$ cat config.mk
export PLATFORM = sky130hd
export DESIGN_NAME = dram_refresh_sched
export DESIGN_NICKNAME = d
export VERILOG_FILES = /design/src/rtl/rfsh_pkg.sv /design/src/rtl/rfsh_interval_timer.sv /design/src/rtl/rfsh_debt.sv /design/src/rtl/rfsh_phase_fsm.sv /design/src/rtl/dram_refresh_sched.sv
export SDC_FILE = /design/constraint.sdc
export NUM_CORES = 1
export LEC_CHECK = 0
export ABC_AREA = 1
export BUFFER_PORTS_ARGS = -buffer_cell sky130_fd_sc_hd__buf_4
export CAP_MARGIN = 20
export CORE_ASPECT_RATIO = 0.7
export CORE_UTILIZATION = 36
export DETAILED_ROUTE_END_ITERATION = 16
export GPL_ROUTABILITY_DRIVEN = 0
export PLACE_DENSITY = 0.53
export SYNTH_ARGS = -nofsm -noshare
export SYNTH_HDL_FRONTEND = slang
export SYNTH_SLANG_ARGS = --single-unit
$ cat constraint.sdc
create_clock -name clk -period 4.5 [get_ports clk]
set_input_delay 1.125 -clock clk [delete_from_list [all_inputs] [get_ports clk]]
set_output_delay 1.125 -clock clk [all_outputs]
set_load 0.005 [all_outputs]
$ cat src/rtl/rfsh_pkg.sv
package rfsh_pkg;

   typedef enum logic [2:0] {
      PH_PAUSE    = 3'd0,
      PH_WARMUP   = 3'd1,
      PH_RUN      = 3'd2,
      PH_SR_ENTRY = 3'd3,
      PH_SR_HOLD  = 3'd4,
      PH_SR_EXIT  = 3'd5,
      PH_CATCHUP  = 3'd6
   } rfsh_phase_e;

   function automatic int unsigned max4(input int unsigned a, input int unsigned b,
                                        input int unsigned c, input int unsigned d);
      int unsigned m;
      m = a;
      if (b > m) m = b;
      if (c > m) m = c;
      if (d > m) m = d;
      return m;
   endfunction

endpackage

$ cat src/rtl/rfsh_interval_timer.sv
module rfsh_interval_timer #(
   parameter int unsigned INTERVAL = 1950
) (
   input  logic clk,
   input  logic rst_n,
   input  logic run,
   output logic tick
);
   localparam int unsigned CW = $clog2(INTERVAL + 1);
   localparam logic [CW-1:0] LAST = CW'(INTERVAL - 1);

   logic [CW-1:0] cnt_q;

   // The count restarts from zero whenever normal operation is left.
   always_ff @(posedge clk or negedge rst_n) begin
      if (!rst_n)               cnt_q <= '0;
      else if (!run)            cnt_q <= '0;
      else if (cnt_q == LAST)   cnt_q <= '0;
      else                      cnt_q <= cnt_q + 1'b1;
   end

   assign tick = run && (cnt_q == LAST);
endmodule

$ cat src/rtl/rfsh_debt.sv
module rfsh_debt #(
   parameter int unsigned DEBT_W    = 4,
   parameter int unsigned URGENT_TH = 6
) (
   input  logic clk,
   input  logic rst_n,
   input  logic enable,
   input  logic tick,
   input  logic gnt,
   input  logic clear,
   output logic nonzero,
   output logic urgent
);
   localparam logic [DEBT_W-1:0] DMAX = {DEBT_W{1'b1}};
   localparam logic [DEBT_W-1:0] TH   = DEBT_W'(URGENT_TH);

   logic [DEBT_W-1:0] debt_q;
   logic              take;
   logic              add;

   assign take = enable && gnt && (debt_q != '0);
   assign add  = enable && tick;

   always_ff @(posedge clk or negedge rst_n) begin
      if (!rst_n)                              debt_q <= '0;
      else if (clear)                          debt_q <= '0;
      else if (add && !take && debt_q != DMAX) debt_q <= debt_q + 1'b1;
      else if (take && !add)                   debt_q <= debt_q - 1'b1;
   end

   assign nonzero = (debt_q != '0);
   assign urgent  = (debt_q > TH);
endmodule

$ cat src/rtl/rfsh_phase_fsm.sv
module rfsh_phase_fsm
   import rfsh_pkg::*;
#(
   parameter int unsigned PAUSE_CYC     = 25000,
   parameter int unsigned INIT_CYC      = 8,
   parameter int unsigned PRECH_CYC     = 12,
   parameter int unsigned ROWS          = 1024,
   parameter bit          BURST_CATCHUP = 1'b1
) (
   input  logic        clk,
   input  logic        rst_n,
   input  logic        gnt,
   input  logic        sr_enter,
   input  logic        sr_exit,
   output rfsh_phase_e phase
);
   localparam int unsigned SPAN = max4(PAUSE_CYC, INIT_CYC, PRECH_CYC, ROWS);
   localparam int unsigned SW   = $clog2(SPAN + 1);
   localparam logic [SW-1:0] PAUSE_LAST = SW'(PAUSE_CYC - 1);
   localparam logic [SW-1:0] INIT_LAST  = SW'(INIT_CYC - 1);
   localparam logic [SW-1:0] PRECH_LAST = SW'(PRECH_CYC - 1);
   localparam logic [SW-1:0] ROWS_LAST  = SW'(ROWS - 1);

   rfsh_phase_e phase_q, phase_d;
   logic [SW-1:0] step_q, step_d;
   rfsh_phase_e after_exit;

   generate
      if (BURST_CATCHUP) begin : g_burst
         assign after_exit = PH_CATCHUP;
      end else begin : g_distributed
         assign after_exit = PH_RUN;
      end
   endgenerate

   always_comb begin
      phase_d = phase_q;
      step_d  = step_q;
      unique case (phase_q)
         PH_PAUSE: begin
            if (step_q == PAUSE_LAST) begin
               phase_d = PH_WARMUP;
               step_d  = '0;
            end else begin
               step_d = step_q + 1'b1;
            end
         end
         PH_WARMUP: begin
            if (gnt) begin
               if (step_q == INIT_LAST) begin
                  phase_d = PH_RUN;
                  step_d  = '0;
               end else begin
                  step_d = step_q + 1'b1;
               end
            end
         end
         PH_RUN: begin
            if (sr_enter) phase_d = PH_SR_ENTRY;
         end
         PH_SR_ENTRY: begin
            if (gnt) phase_d = PH_SR_HOLD;
         end
         PH_SR_HOLD: begin
            if (sr_exit) begin
               phase_d = PH_SR_EXIT;
               step_d  = '0;
            end
         end
         PH_SR_EXIT: begin
            if (step_q == PRECH_LAST) begin
               phase_d = after_exit;
               step_d  = '0;
            end else begin
               step_d = step_q + 1'b1;
            end
         end
         PH_CATCHUP: begin
            if (gnt) begin
               if (step_q == ROWS_LAST) begin
                  phase_d = PH_RUN;
                  step_d  = '0;
               end else begin
                  step_d = step_q + 1'b1;
               end
            end
         end
         default: begin
            phase_d = PH_PAUSE;
            step_d  = '0;
         end
      endcase
   end

   always_ff @(posedge clk or negedge rst_n) begin
      if (!rst_n) begin
         phase_q <= PH_PAUSE;
         step_q  <= '0;
      end else begin
         phase_q <= phase_d;
         step_q  <= step_d;
      end
   end

   assign phase = phase_q;
endmodule

$ cat src/rtl/dram_refresh_sched.sv
module dram_refresh_sched
   import rfsh_pkg::*;
#(
   parameter int unsigned PAUSE_CYC        = 25000,
   parameter int unsigned INIT_CYC         = 8,
   parameter int unsigned REF_INTERVAL_CYC = 1950,
   parameter int unsigned PRECH_CYC        = 12,
   parameter int unsigned ROWS             = 1024,
   parameter int unsigned DEBT_W           = 4,
   parameter int unsigned URGENT_TH        = 6,
   parameter bit          BURST_CATCHUP    = 1'b1
) (
   input  logic clk,
   input  logic rst_n,
   input  logic ref_gnt,
   input  logic sr_enter,
   input  logic sr_exit,
   output logic ref_req,
   output logic ref_urgent,
   output logic self_ref,
   output logic ready,
   output logic acc_block
);
   generate
      if (PAUSE_CYC < 1 || INIT_CYC < 1 || PRECH_CYC < 1 || ROWS < 1) begin : g_bad_counts
         $error("dram_refresh_sched: cycle counts must be at least one");
      end
      if (REF_INTERVAL_CYC < 2) begin : g_bad_interval
         $error("dram_refresh_sched: refresh interval must be at least two cycles");
      end
      if (DEBT_W < 2 || URGENT_TH >= (1 << DEBT_W) - 1) begin : g_bad_debt
         $error("dram_refresh_sched: urgent threshold must lie below the debt ceiling");
      end
   endgenerate

   rfsh_phase_e phase;
   logic        in_run;
   logic        tick;
   logic        debt_nz;
   logic        debt_urgent;
   logic        debt_clear;

   rfsh_phase_fsm #(
      .PAUSE_CYC     (PAUSE_CYC),
      .INIT_CYC      (INIT_CYC),
      .PRECH_CYC     (PRECH_CYC),
      .ROWS          (ROWS),
      .BURST_CATCHUP (BURST_CATCHUP)
   ) u_fsm (
      .clk      (clk),
      .rst_n    (rst_n),
      .gnt      (ref_gnt),
      .sr_enter (sr_enter),
      .sr_exit  (sr_exit),
      .phase    (phase)
   );

   assign in_run     = (phase == PH_RUN);
   assign debt_clear = (phase == PH_SR_ENTRY) && ref_gnt;

   rfsh_interval_timer #(
      .INTERVAL (REF_INTERVAL_CYC)
   ) u_timer (
      .clk   (clk),
      .rst_n (rst_n),
      .run   (in_run),
      .tick  (tick)
   );

   rfsh_debt #(
      .DEBT_W    (DEBT_W),
      .URGENT_TH (URGENT_TH)
   ) u_debt (
      .clk     (clk),
      .rst_n   (rst_n),
      .enable  (in_run),
      .tick    (tick),
      .gnt     (ref_gnt),
      .clear   (debt_clear),
      .nonzero (debt_nz),
      .urgent  (debt_urgent)
   );

   assign ready      = (phase != PH_PAUSE) && (phase != PH_WARMUP);
   assign self_ref   = (phase == PH_SR_ENTRY) || (phase == PH_SR_HOLD);
   assign ref_urgent = debt_urgent;
   assign ref_req    = (phase == PH_WARMUP) || (phase == PH_SR_ENTRY) ||
                       (phase == PH_CATCHUP) || (in_run && debt_nz);
   assign acc_block  = !ready || debt_urgent || !in_run;
endmodule

# After elaboration in Yosys (flattened, before gate mapping)
# Index checks and enable logic that the tools add are counted.
# classes
add_sub_neg	4
n_lt_le_gt_ge	1
eq_ne	22
muxes	23
bitwise_logic	1
n_reduce_logical	27
# op_table
cell	count
$mux 15	7
$pmux 15 s6	1
$mux 3	9
$mux 11	2
$pmux 3 s7	1
$add 15x1->15 const B	1
$eq 15x10->1 const B	1
$eq 15x15->1 const B	1
$eq 15x3->1 const B	1
$eq 15x4->1 const B	1
$mux 4	3
$add 11x1->11 const B	1
$eq 11x11->1 const B	1
$logic_and 1x1->1	10
$ne 2x2->1 const B	5
$eq 3x3->1 const B	3
$reduce_and 9->1	1
$ne 2x1->1 const B	4
$eq 3x2->1 const B	2
$logic_or 1x1->1	6
$reduce_bool 3->1	2
$add 4x1->4 const B	1
$gt 4x3->1 const B	1
$logic_not 1->1	4
other kinds (9)	9
# totals
regBits	33
inputBits	5
out_inout_bits	5
word_cells	82

# Depth between registers and ports, before layout
# Gate-level depths: netlist (run 1).
# depth
word_depth	8
ltp_mapped	16

# Hierarchy
# Synthesis (run 1) repeated with hierarchy kept, for this count alone.
# unflattened
hier_cells	374
hier_area_um2	2479.9
# by_module_without_submodules
module	instances	cells_each	area_each_um2
rfsh_phase_fsm	1	231	1435.1
rfsh_interval_timer	1	73	588.1
rfsh_debt	1	51	380.4
dram_refresh_sched	1	19	76.3

# Least setup slack after synthesis (run 1)
# No wires, ideal clock.
# synth_path
kind	in2reg
from	in ref_gnt
to	reg u_debt.debt_q[3]
setup_time_ps	117
arrival_ps	2315
setup_slack_ps	2068
stages	11
n_path_buf	0
cell_sequence	nand3_1 -> nand3_4 -> ha_1 -> a21oi_1 -> nand2_1 -> xor2_1 -> inv_1 -> nand2_1 -> nand2_1 -> nand2_1 -> nand2_1
# synth_between
elab_chain_cells	7
elab_cells_between_ends	10
cone_classes	mux: 2; reduce/logical: 8
# synth_rtl
element	line_no	text
start, declared	dram_refresh_sched.sv:15	input logic ref_gnt,
$logic_and 1x1->1 (2 in a row)	rfsh_debt.sv:21	assign take = enable && gnt && (debt_q != '0);
$logic_not 1->1	rfsh_debt.sv:27	else if (add && !take && debt_q != DMAX) debt_q <= debt_q + 1'b1;
$logic_and 1x1->1 (2 in a row)	rfsh_debt.sv:27	
$mux 4	rfsh_debt.sv:27	
$mux 4	rfsh_debt.sv:26	else if (clear) debt_q <= '0;
end signal, assigned	rfsh_debt.sv:27	
end signal, assigned	rfsh_debt.sv:28	else if (take && !add) debt_q <= debt_q - 1'b1;
end, declared	rfsh_debt.sv:17	logic [DEBT_W-1:0] debt_q;
# Parallel ways exist; a longest one is shown, timed or not.
# A chain may end at the register's enable or synchronous reset.

# Worst setup path after layout (run 1)
# layout_path
from	reg u_fsm.phase_q[2], in the netlist u_fsm.phase[2]
to	out ref_req
# layout_between
elab_chain_cells	4
elab_cells_between_ends	8
cone_classes	eq/ne: 4; reduce/logical: 4
# layout_rtl
element	line_no	text
start, declared	rfsh_phase_fsm.sv:24	rfsh_phase_e phase_q, phase_d;
start signal, assigned	rfsh_phase_fsm.sv:100	phase_q <= phase_d;
$eq 3x1->1 or $eq 3x2->1 (tied branches)	dram_refresh_sched.sv:87	assign ref_req = (phase == PH_WARMUP) || (phase == PH_SR_ENTRY) ||
$logic_or 1x1->1 (2 in a row)	dram_refresh_sched.sv:87	
$logic_or 1x1->1 *	dram_refresh_sched.sv:88	(phase == PH_CATCHUP) || (in_run && debt_nz);
end, declared	dram_refresh_sched.sv:18	output logic ref_req,
# Every way passes the cells marked *; elsewhere a longest branch is shown, timed or not.

==> results of run 1 <==
[worst paths after layout]
path                                              from                            to  slack [ns]  depth (start not counted)
min                        u_fsm.step_q[0]$_DFFE_PN0P_   u_fsm.step_q[0]$_DFFE_PN0P_        0.52                          2
max reg2reg                 u_timer.cnt_q[1]$_DFF_PN0_  u_debt.debt_q[3]$_DFFE_PN0P_        2.04                         16
min in group asynchronous                        rst_n    u_timer.cnt_q[2]$_DFF_PN0_        0.78                          1
max                         u_fsm.phase[2]$_DFFE_PN0P_                       ref_req        1.99                          6
min reg2reg                u_fsm.step_q[0]$_DFFE_PN0P_   u_fsm.step_q[0]$_DFFE_PN0P_        0.52                          2
max in group asynchronous                        rst_n  u_debt.debt_q[2]$_DFFE_PN0P_        3.40                          1
[critical path: stages, from the launching register on]
cell and delay [ns]:
dfrtp_1 0.48, inv_2 0.13, nand2_2 0.10, nor2_4 0.14, nand2_1 0.07, nand3_1 0.08, buf_4 0.11
[kinds of logic after synthesis]
logic type               synth area share [%]
AO/OA/AOI/OAI                           4.250
XOR/XNOR                                3.012
adder cells (fa/ha/maj)                 3.550
buffers and inverters                   9.629
flip-flops                              35.50
AND/OR/NAND/NOR                         44.06
[layer usage]
layer  GRT usage, %  vias up  part of all wire, %  routed length [um]
met5              0        -                    0                   0
met4          5.051        0                 0.85                  44
met3          3.629        4                  3.6                 189
met2          24.49       39                   37                1928
met1          27.26      931                   58                3026
li1               -     1125                    -                   -
[cell usage in the layout (no fill, tap or decap), drive strengths merged]
master,n
dfrtp,33
fa,1
o21ai,4
xnor2,3
nor3b,1
nor4,1
o21bai,1
nand3,39
a41oi,2
a21oi,6
clkbuf,7
nand3b,1
nand4,3
buf,9
nor2,65
bufinv,1
inv,56
or2,1
nor3,5
xor2,5
nand2,121
a31oi,2
ha,5
[power by group through the flow]
stage | Clock, mW | Sequential (mW) | Combinational [mW]
final | 0.296 | 0.296 | 0.00939
after global routing | 0.322 | 0.296 | 0.0114
after global placement | 0 | 0.302 | 0.0103
after CTS | 0.304 | 0.296 | 0.0104
after floorplan | 0 | 0.302 | 0.000683
after detailed placement | 0 | 0.302 | 0.0103
[synth_stat cells, types with 2 or more instances]
master and number:
nand2_1 117, a41oi_1 2, xor2_1 5, nor3_1 5
inv_2 5, a21oi_2 3, o21ai_0 4, nand2_2 4
dfrtp_1 33, nor2_1 61, ha_1 5, nor2_4 3
xnor2_1 3, a31oi_1 2, nand4_1 3, nand3_1 37
nand3_4 2, inv_1 50, a21oi_1 3
[through the flow]
stage	total power [mW]	hold slack, ns
after floorplan	0.3029	0.4747
after global placement	0.3125	0.5037
after detailed placement	0.3125	0.5026
after CTS	0.6106	0.5177
after global routing	0.6296	0.5455
final	0.6018	0.5197
[registers in the layout, summed over array words and instances, names as in the netlist]
name / count
u_fsm.phase: 3
u_fsm.step_q: 15
u_debt.debt_q: 4
u_timer.cnt_q: 11
[layout make-up]
type                       instances  area, sq um
clock buffer                       7        86.33
fill                             670         3650
clock inverter                     1        30.03
multi-input combinational        266         1276
inverter                          56        212.7
timing repair buffer               9        67.56
sequential                        33        825.8
tap                               78        97.59
==> run metrics, run 1 <==
Worst setup SP type register; final hold vios 0; RSZ-0062 raised after global routing no; status completed; area of the core around 0.0062 sq mm; synthesized flop and latch total 33; CTS sink cnt 33; Max-cap violations 0; cell accounting for the most synthesized area dfrtp_1; vias in the first global route 1991; initial DRC count between 90 and 100; pin count of the biggest net entering global routing 34; synth top area cells dfrtp_1, nand2_1, nor2_1, inv_1, nand3_1; net switching share of the total power around a fifth; Vias/cell 4.664; Yosys top cell area share 35.50%; clock share of power 49.2%; Synth cell types 28; DR vias between 2000 and 2500; Crit Path Class reg -> out; post-route worst setup slack between 1.5 and 2 ns; Design Area, Final 0.002596 sq mm; htree depth 2; register area share after synthesis a little over a third; clk_skew between 0.009 and 0.01 ns; FP Rows 24; Area Growth Syn to Fin 11.62%; Critical Path RT 3.38 ns; Setup Viol. Count Final 0; CTS tree done; CP endpoint kind output pin; final design utilization 41.57%; port bufs 9; sequential cell fraction of total power 49.2%; FMAX between 300 and 400 MHz; antenna viol nets, final 0; postcts setup bufs 0; worst-margin pin slew 0.4519 ns; Post-Syn Area about 0.0023 sq mm; antenna violations before repair 0; die width slightly below 100 um; Hold Crit Class reg -> reg; Mapped Avg Cell Area about 6.5 sq um; Placed Cells 442; Top FF cell, synth dfrtp_1; first-pass iteration count of the detailed router 5; Placement Cell Area 0.002480 sq mm; Starting Density between 30% and 40%; Post-Synthesis Cells 356; syn_nets approximately 370; WP data arrival 1.38 ns; Power Dens Cells ~230 mW/mm^2; share of layout cells above drive strength 1 9.409%; Setup TNS 0 ns; fin. max-slew vios 0; CTS max path bufs 2; leakage power roughly 1.3 nW; number of remaining DRC errors 0; fin crit share ~56%; first-pass GRT wire length 9.549 mm; TritonCTS Buffers 5; Peak VDD IR approximately 0.00011 V; Root Buffer clkbuf_8; GRT overflow 0; Synthesis Warnings 0; antenna diode count 0; Non-Filler Instances 450; WL final a little over 5 mm; Detailed Place HPWL ~3.9 mm; Layout Nets ~380; Die Span Y about 69 um; Worst-Skew Late Latency approximately 0.29 ns; number of flops mapped to enable cells by yosys 0; global-route usage over all layers approximately 18%; Post-CTS Hold Buffers 0; I/O pin cnt 10; CTS-repair resized insts 0; cell-internal power approximately 0.48 mW; asr flop ratio synth 100.0%; Final Critical Period between 2 and 3 ns; P_sw approximately 0.12 mW; Slew HR between 60% and 70%; Logic pwr share 1.6%; die area roughly 0.0068 sq mm; largest fanout on the critical path 7; Wirelength per Cell between 10 and 15 um; clk slew on worst S/H paths about 0.070 ns; pre-CTS WS approximately 1.8 ns
No activity file was read; power rests on OpenSTA's default activity.
==> inputs of run 2 (changes only) <==
--- a/config.mk
+++ b/config.mk
@@ -12,7 +12,7 @@
 export CORE_UTILIZATION = 36
 export DETAILED_ROUTE_END_ITERATION = 16
 export GPL_ROUTABILITY_DRIVEN = 0
-export PLACE_DENSITY = 0.53
+export PLACE_DENSITY = 0.55
 export SYNTH_ARGS = -nofsm -noshare
 export SYNTH_HDL_FRONTEND = slang
 export SYNTH_SLANG_ARGS = --single-unit
==> constraint.sdc (replaced) <==
create_clock -name clk -period 2.2 [get_ports clk]
set_input_delay 0.55 -clock clk [delete_from_list [all_inputs] [get_ports clk]]
set_output_delay 0.55 -clock clk [all_outputs]
set_load 0.005 [all_outputs]
==> run 2 against run 1 <==
Via count rose by 2.6%. Die area is the same. Routed wire length up 2.6%. Utilization grew 0.94 points. Total power grew 82%. Register-to-register slack got worse by 1.9 ns. Cell count rose by 1.6%. Sequential share of layout area down 0.70 points. Combinational power increased by 110%. Worst hold slack lost 0.31 ns. Largest cell class unchanged. Highest routed layer unchanged.
==> run metrics, run 2 (same netlist as run 1, synthesis figures left out) <==
status completed; CTS sink cnt 33; cell-internal power ~0.86 mW; Detailed Place HPWL approximately 4.0 mm; CTS max path bufs 2; htree depth 2; CP most frequent cell inv_1; WL final around 5.3 mm; number of flip-flops in the largest register 15; fin crit share a little over nine tenths; worst-margin pin slew around 0.52 ns; number of remaining DRC errors 0; Worst setup SP type register; clk_skew 0.004512 ns; vias in the first global route 2013; most common cell after layout, fill and taps aside nand2_1; TritonCTS Buffers 5; worst path cell trace inv_1 -> ha_1 -> inv_1 -> nor2_1 -> nand3b_1 -> nor2_4 -> nand3_4 -> buf_4 -> buf_4 -> inv_2 -> fa_1 -> inv_1 -> nand2_1 -> nand2_1; slowest cell delay on critical path around 0.40 ns; clock share of power between 40% and 50%; net switching share of the total power roughly 21%; Logic pwr share 1.8%; CP max-delay cell fa_1; Critical Path RT roughly 2.4 ns; Layout Nets 390; P_sw 0.2350 mW; antenna viol nets, final 0; sequential cell fraction of total power a little under three fifths; first-pass GRT wire length between 9 and 10 mm; global-route usage over all layers between 15 and 20%; DR vias 2154; Area Growth Syn to Fin 14.15%; antenna diode count 0; pin count of the biggest net entering global routing 34; Root Buffer clkbuf_8; antenna violations before repair 0; initial DRC count 167; Power Dens Cells 412.3 mW/mm^2; Non-Filler Instances between 400 and 500; post-route worst setup slack between 0.1 and 0.15 ns; Hold Crit Class in -> async; largest fanout on the critical path 8; WP data arrival roughly 2.3 ns; Slew HR 64.73%; Die Span Y 69.25 um; Starting Density about 37%; Crit Path Class reg -> reg; port bufs 9; clk slew on worst S/H paths around 0.06 ns; FP Rows 24; Setup TNS 0 ns; RSZ-0062 raised after global routing yes; GRT overflow 0; Setup Viol. Count Final 0; Peak VDD IR ~0.00018 V; Layout fillers 650; final hold vios 0; CTS tree done; FMAX about 480 MHz; Worst-Skew Late Latency approximately 0.29 ns; die area between 0.006 and 0.007 sq mm; share of layout cells above drive strength 1 around 12%; Largest regs u_fsm.step_q x15, u_timer.cnt_q x11, u_debt.debt_q x4; pre-CTS WS -0.01779 ns; Max-cap violations 0; Placed Cells 448; fin. max-slew vios 0; Final Critical Period roughly 2.1 ns; Wirelength per Cell approximately 12 um; Vias/cell between 4 and 5; leakage power roughly 1.4 nW; commonest non-fill, non-tap cells in the layout nand2_1, nor2_1, inv_1; first-pass iteration count of the detailed router 4; register with the most flip-flops u_fsm.step_q; area of the core 0.006246 sq mm; I/O pin cnt 10; die width between 90 and 100 um; CP endpoint kind register
==> run 2: cell count changes in the layout (fill, tap and decap cells not counted), sizes merged <==
| cell | delta |
|---|---|
| buf | +8 |
| bufinv | -1 |
==> run 2: power groups by stage <==
stage	Sequential [mW]	Clock, mW	Combinational, mW
5_1_grt	0.606	0.517	0.0236
4_1_cts	0.606	0.490	0.0210
2_1_floorplan	0.618	0	0.00140
6_report	0.607	0.469	0.0195
3_5_place_dp	0.618	0	0.0209
3_3_place_gp	0.618	0	0.0206
==> run 2: area by class of cell <==
type | instances | area (sq um) | share of cell area, %
Timing Repair Buffer | 17 | 127.6 | 4.807
Inverter | 56 | 212.7 | 8.011
Tap cell | 78 | 97.59 | 3.676
Sequential cell | 33 | 825.8 | 31.10
Clock buffer | 7 | 86.33 | 3.252
Multi-Input combinational cell | 266 | 1305 | 49.15
==> run 2: worst max-delay path: cells and delay by family, from the launching register on <==
kind	cells	cell delay, ns
fa+ha+maj	2	0.53
simple gates	6	0.61
buf+inv	6	0.52
flops	1	0.37
==> run 2: routing by layer <==
metal  global-route usage [%]  vias to the layer above  share of wire (%)
li1                         -                     1144                  -
met1                    24.60                      981                 53
met2                    25.35                       24                 43
met3                    3.831                        5                2.7
met4                    6.061                        0                1.3
met5                        0                        -                  0
==> run 2: stage by stage <==
step	total power, mW	hold WS, ns	utilization [%]	area (sq um)
final	1.095	0.2053	42.51	2655
after global routing	1.147	0.2433	42.51	2655
after CTS	1.117	0.2228	41.85	2614
after detailed placement	0.6390	0.5010	40.42	2525
after global placement	0.6386	0.5029	40.42	2525
after floorplan	0.6196	0.2544	-	2326
==> run 2: timing repair <==
action                     4_1_cts  5_1_grt
setup buffers                    0        2
hold buffers                     0        0
gates resized for setup          1        4
pin swaps                        0        6
setup endpoints to repair        1        1
==> run 2: worst paths after layout <==
path	end	cells past startpoint	from	slack [ns]
setup reg to reg	u_debt.debt_q[1]$_DFFE_PN0P_	14	u_timer.cnt_q[1]$_DFF_PN0_	0.11
setup / recovery	u_debt.debt_q[1]$_DFFE_PN0P_	14	u_timer.cnt_q[1]$_DFF_PN0_	0.11
hold / removal	u_fsm.step_q[2]$_DFFE_PN0P_	1	rst_n	0.21
max in group asynchronous	u_fsm.step_q[13]$_DFFE_PN0P_	1	rst_n	1.68
hold reg to reg	u_fsm.step_q[1]$_DFFE_PN0P_	2	u_fsm.step_q[1]$_DFFE_PN0P_	0.52
min in group clk	u_fsm.step_q[1]$_DFFE_PN0P_	2	u_fsm.step_q[1]$_DFFE_PN0P_	0.52
==> inputs of run 3 (changes only) <==
--- a/config.mk
+++ b/config.mk
@@ -10,6 +10,7 @@
 export CAP_MARGIN = 20
 export CORE_ASPECT_RATIO = 0.7
 export CORE_UTILIZATION = 36
+export CTS_BUF_LIST = sky130_fd_sc_hd__clkbuf_4 sky130_fd_sc_hd__clkbuf_8 sky130_fd_sc_hd__clkbuf_16
 export DETAILED_ROUTE_END_ITERATION = 16
 export GPL_ROUTABILITY_DRIVEN = 0
 export PLACE_DENSITY = 0.55
==> run 3 against run 2 <==
Register-to-register slack about the same. Critical endpoint unchanged. Cell count unchanged. Largest power group unchanged. Non-clock buffer count unchanged. Largest cell class unchanged. Maximum frequency about the same.
==> run metrics, run 3 (same netlist as run 1, synthesis figures left out) <==
antenna viol nets, final 0; Design Area, Final around 0.0027 sq mm; initial DRC count around 170; antenna violations before repair 0; share of layout cells above drive strength 1 12.40%; GR peak layer met2; R2R setup slack 0.11 ns; CTS max path bufs 2; Post-CTS Hold Buffers 0; Max-cap violations 0; commonest non-fill, non-tap cells in the layout nand2_1, nor2_1, inv_1; Detailed Place HPWL between 3 and 4 mm; Largest regs u_fsm.step_q x15, u_timer.cnt_q x11, u_debt.debt_q x4; FF+latch area 825.8 sq um; CP most frequent cell inv_1; pin count of the biggest net entering global routing 34; Power Dens Cells 416.3 mW/mm^2; Slew HR between 60 and 70%; Worst-Skew Late Latency slightly below 0.3 ns; die area between 0.006 and 0.007 sq mm; number of flip-flops in the largest register 15; Top delay family on crit path simple AND/OR/NAND/NOR gates; fin crit share between 90 and 100%; status completed; slowest cell delay on critical path 0.40 ns; register with the most flip-flops u_fsm.step_q; worst path cell trace inv_1 -> ha_1 -> inv_1 -> nor2_1 -> nand3b_1 -> nor2_4 -> nand3_4 -> buf_4 -> buf_4 -> inv_2 -> fa_1 -> inv_1 -> nand2_1 -> nand2_1; area of the core 0.006246 sq mm; clk slew on worst S/H paths 0.06 ns; worst-margin pin slew around 0.52 ns; port bufs 9; CP endpoint kind register; CTS sink cnt 33; Peak VDD IR between 0.00015 and 0.0002 V; Layout fillers roughly 650; Worst setup SP type register; number of remaining DRC errors 0; CTS tree done; Hold Crit Class in -> async; Layout Nets a little under 400; antenna diode count 0; leakage power between 1 and 1.5 nW; I/O pin cnt 10; Crit Path Class reg -> reg; Final Critical Period roughly 2.1 ns; area of the multi-input gates ~0.0013 sq mm; CP bufs+invs 6; met1 Track Usage GR between 20% and 30%; Starting Density approximately 37%; RSZ-0062 raised after global routing yes; GRT overflow 0; die width between 90 and 100 um; clk_skew ~0.0042 ns; Vias/cell between 4 and 5; Wirelength per Cell approximately 12 um; WL final around 5.3 mm; Die Span Y slightly below 70 um; GR Util met2 roughly a quarter; GR Util met3 under 10%; Critical Path RT about 2.4 ns; fin. max-slew vios 0; FMAX 478.7 MHz; final hold vios 0; final design utilization between 40% and 50%; DR vias approximately 2100; FP Rows 24; first-pass iteration count of the detailed router 4; Placement Cell Area 0.002525 sq mm; Area Growth Syn to Fin 14.31%; CP max-delay cell fa_1; most common cell after layout, fill and taps aside nand2_1; first-pass GRT wire length a little over 9 mm; Setup Viol. Count Final 0; TritonCTS Buffers 5; Root Buffer clkbuf_8; vias in the first global route between 2000 and 2500; global-route usage over all layers 17.16%; largest fanout on the critical path 8; htree depth 2; WP data arrival around 2.3 ns
==> run 3: routing by layer <==
| metal | wire length, um | share of wire (%) |
|---|---|---|
| met5 | 0 | 0 |
| met4 | 68 | 1.3 |
| met3 | 135 | 2.5 |
| met2 | 2290 | 43 |
| met1 | 2856 | 53 |
==> run 3: layout make-up <==
type                            instances  area share (%)
Tap cell                               78           3.671
Multi-Input combinational cell        266           49.08
Clock buffer                            7           3.388
Inverter                               56           8.000
Sequential cell                        33           31.06
Timing Repair Buffer                   17           4.800
==> run 3: stage by stage <==
step	power, mW	setup WS (ns)	hold WS, ns	setup TNS, ns	cells
final	1.107	0.1110	0.2056	0	457
after global placement	0.6386	0.04957	0.5029	0	448
after global routing	1.159	-0.1345	0.2433	-0.2094	457
after detailed placement	0.6390	-0.01779	0.5010	-0.01779	448
after floorplan	0.6196	0.03147	0.2544	0	356
after CTS	1.129	0.06809	0.2227	0	455
==> run 3: final timing paths <==
kind | depth (start not counted) | from | endpoint
hold / removal | 1 | rst_n | u_fsm.step_q[2]$_DFFE_PN0P_
max in group asynchronous | 1 | rst_n | u_fsm.step_q[13]$_DFFE_PN0P_
min in group clk | 2 | u_fsm.step_q[1]$_DFFE_PN0P_ | u_fsm.step_q[1]$_DFFE_PN0P_
setup / recovery | 14 | u_timer.cnt_q[1]$_DFF_PN0_ | u_debt.debt_q[1]$_DFFE_PN0P_
setup reg to reg | 14 | u_timer.cnt_q[1]$_DFF_PN0_ | u_debt.debt_q[1]$_DFFE_PN0P_
hold reg to reg | 2 | u_fsm.step_q[1]$_DFFE_PN0P_ | u_fsm.step_q[1]$_DFFE_PN0P_
==> run 3: timing repair <==
action,in CTS,in global routing
resized for setup,1,4
setup endpoints to repair,1,1
setup buffers,0,2
pin swaps,0,6
==> run 3: where the power goes <==
group / internal (mW) / switching (mW)
Clock: 0.261 / 0.220
Sequential: 0.607 / 0
Combinational: 0.00484 / 0.0147
Total: 0.872 / 0.235
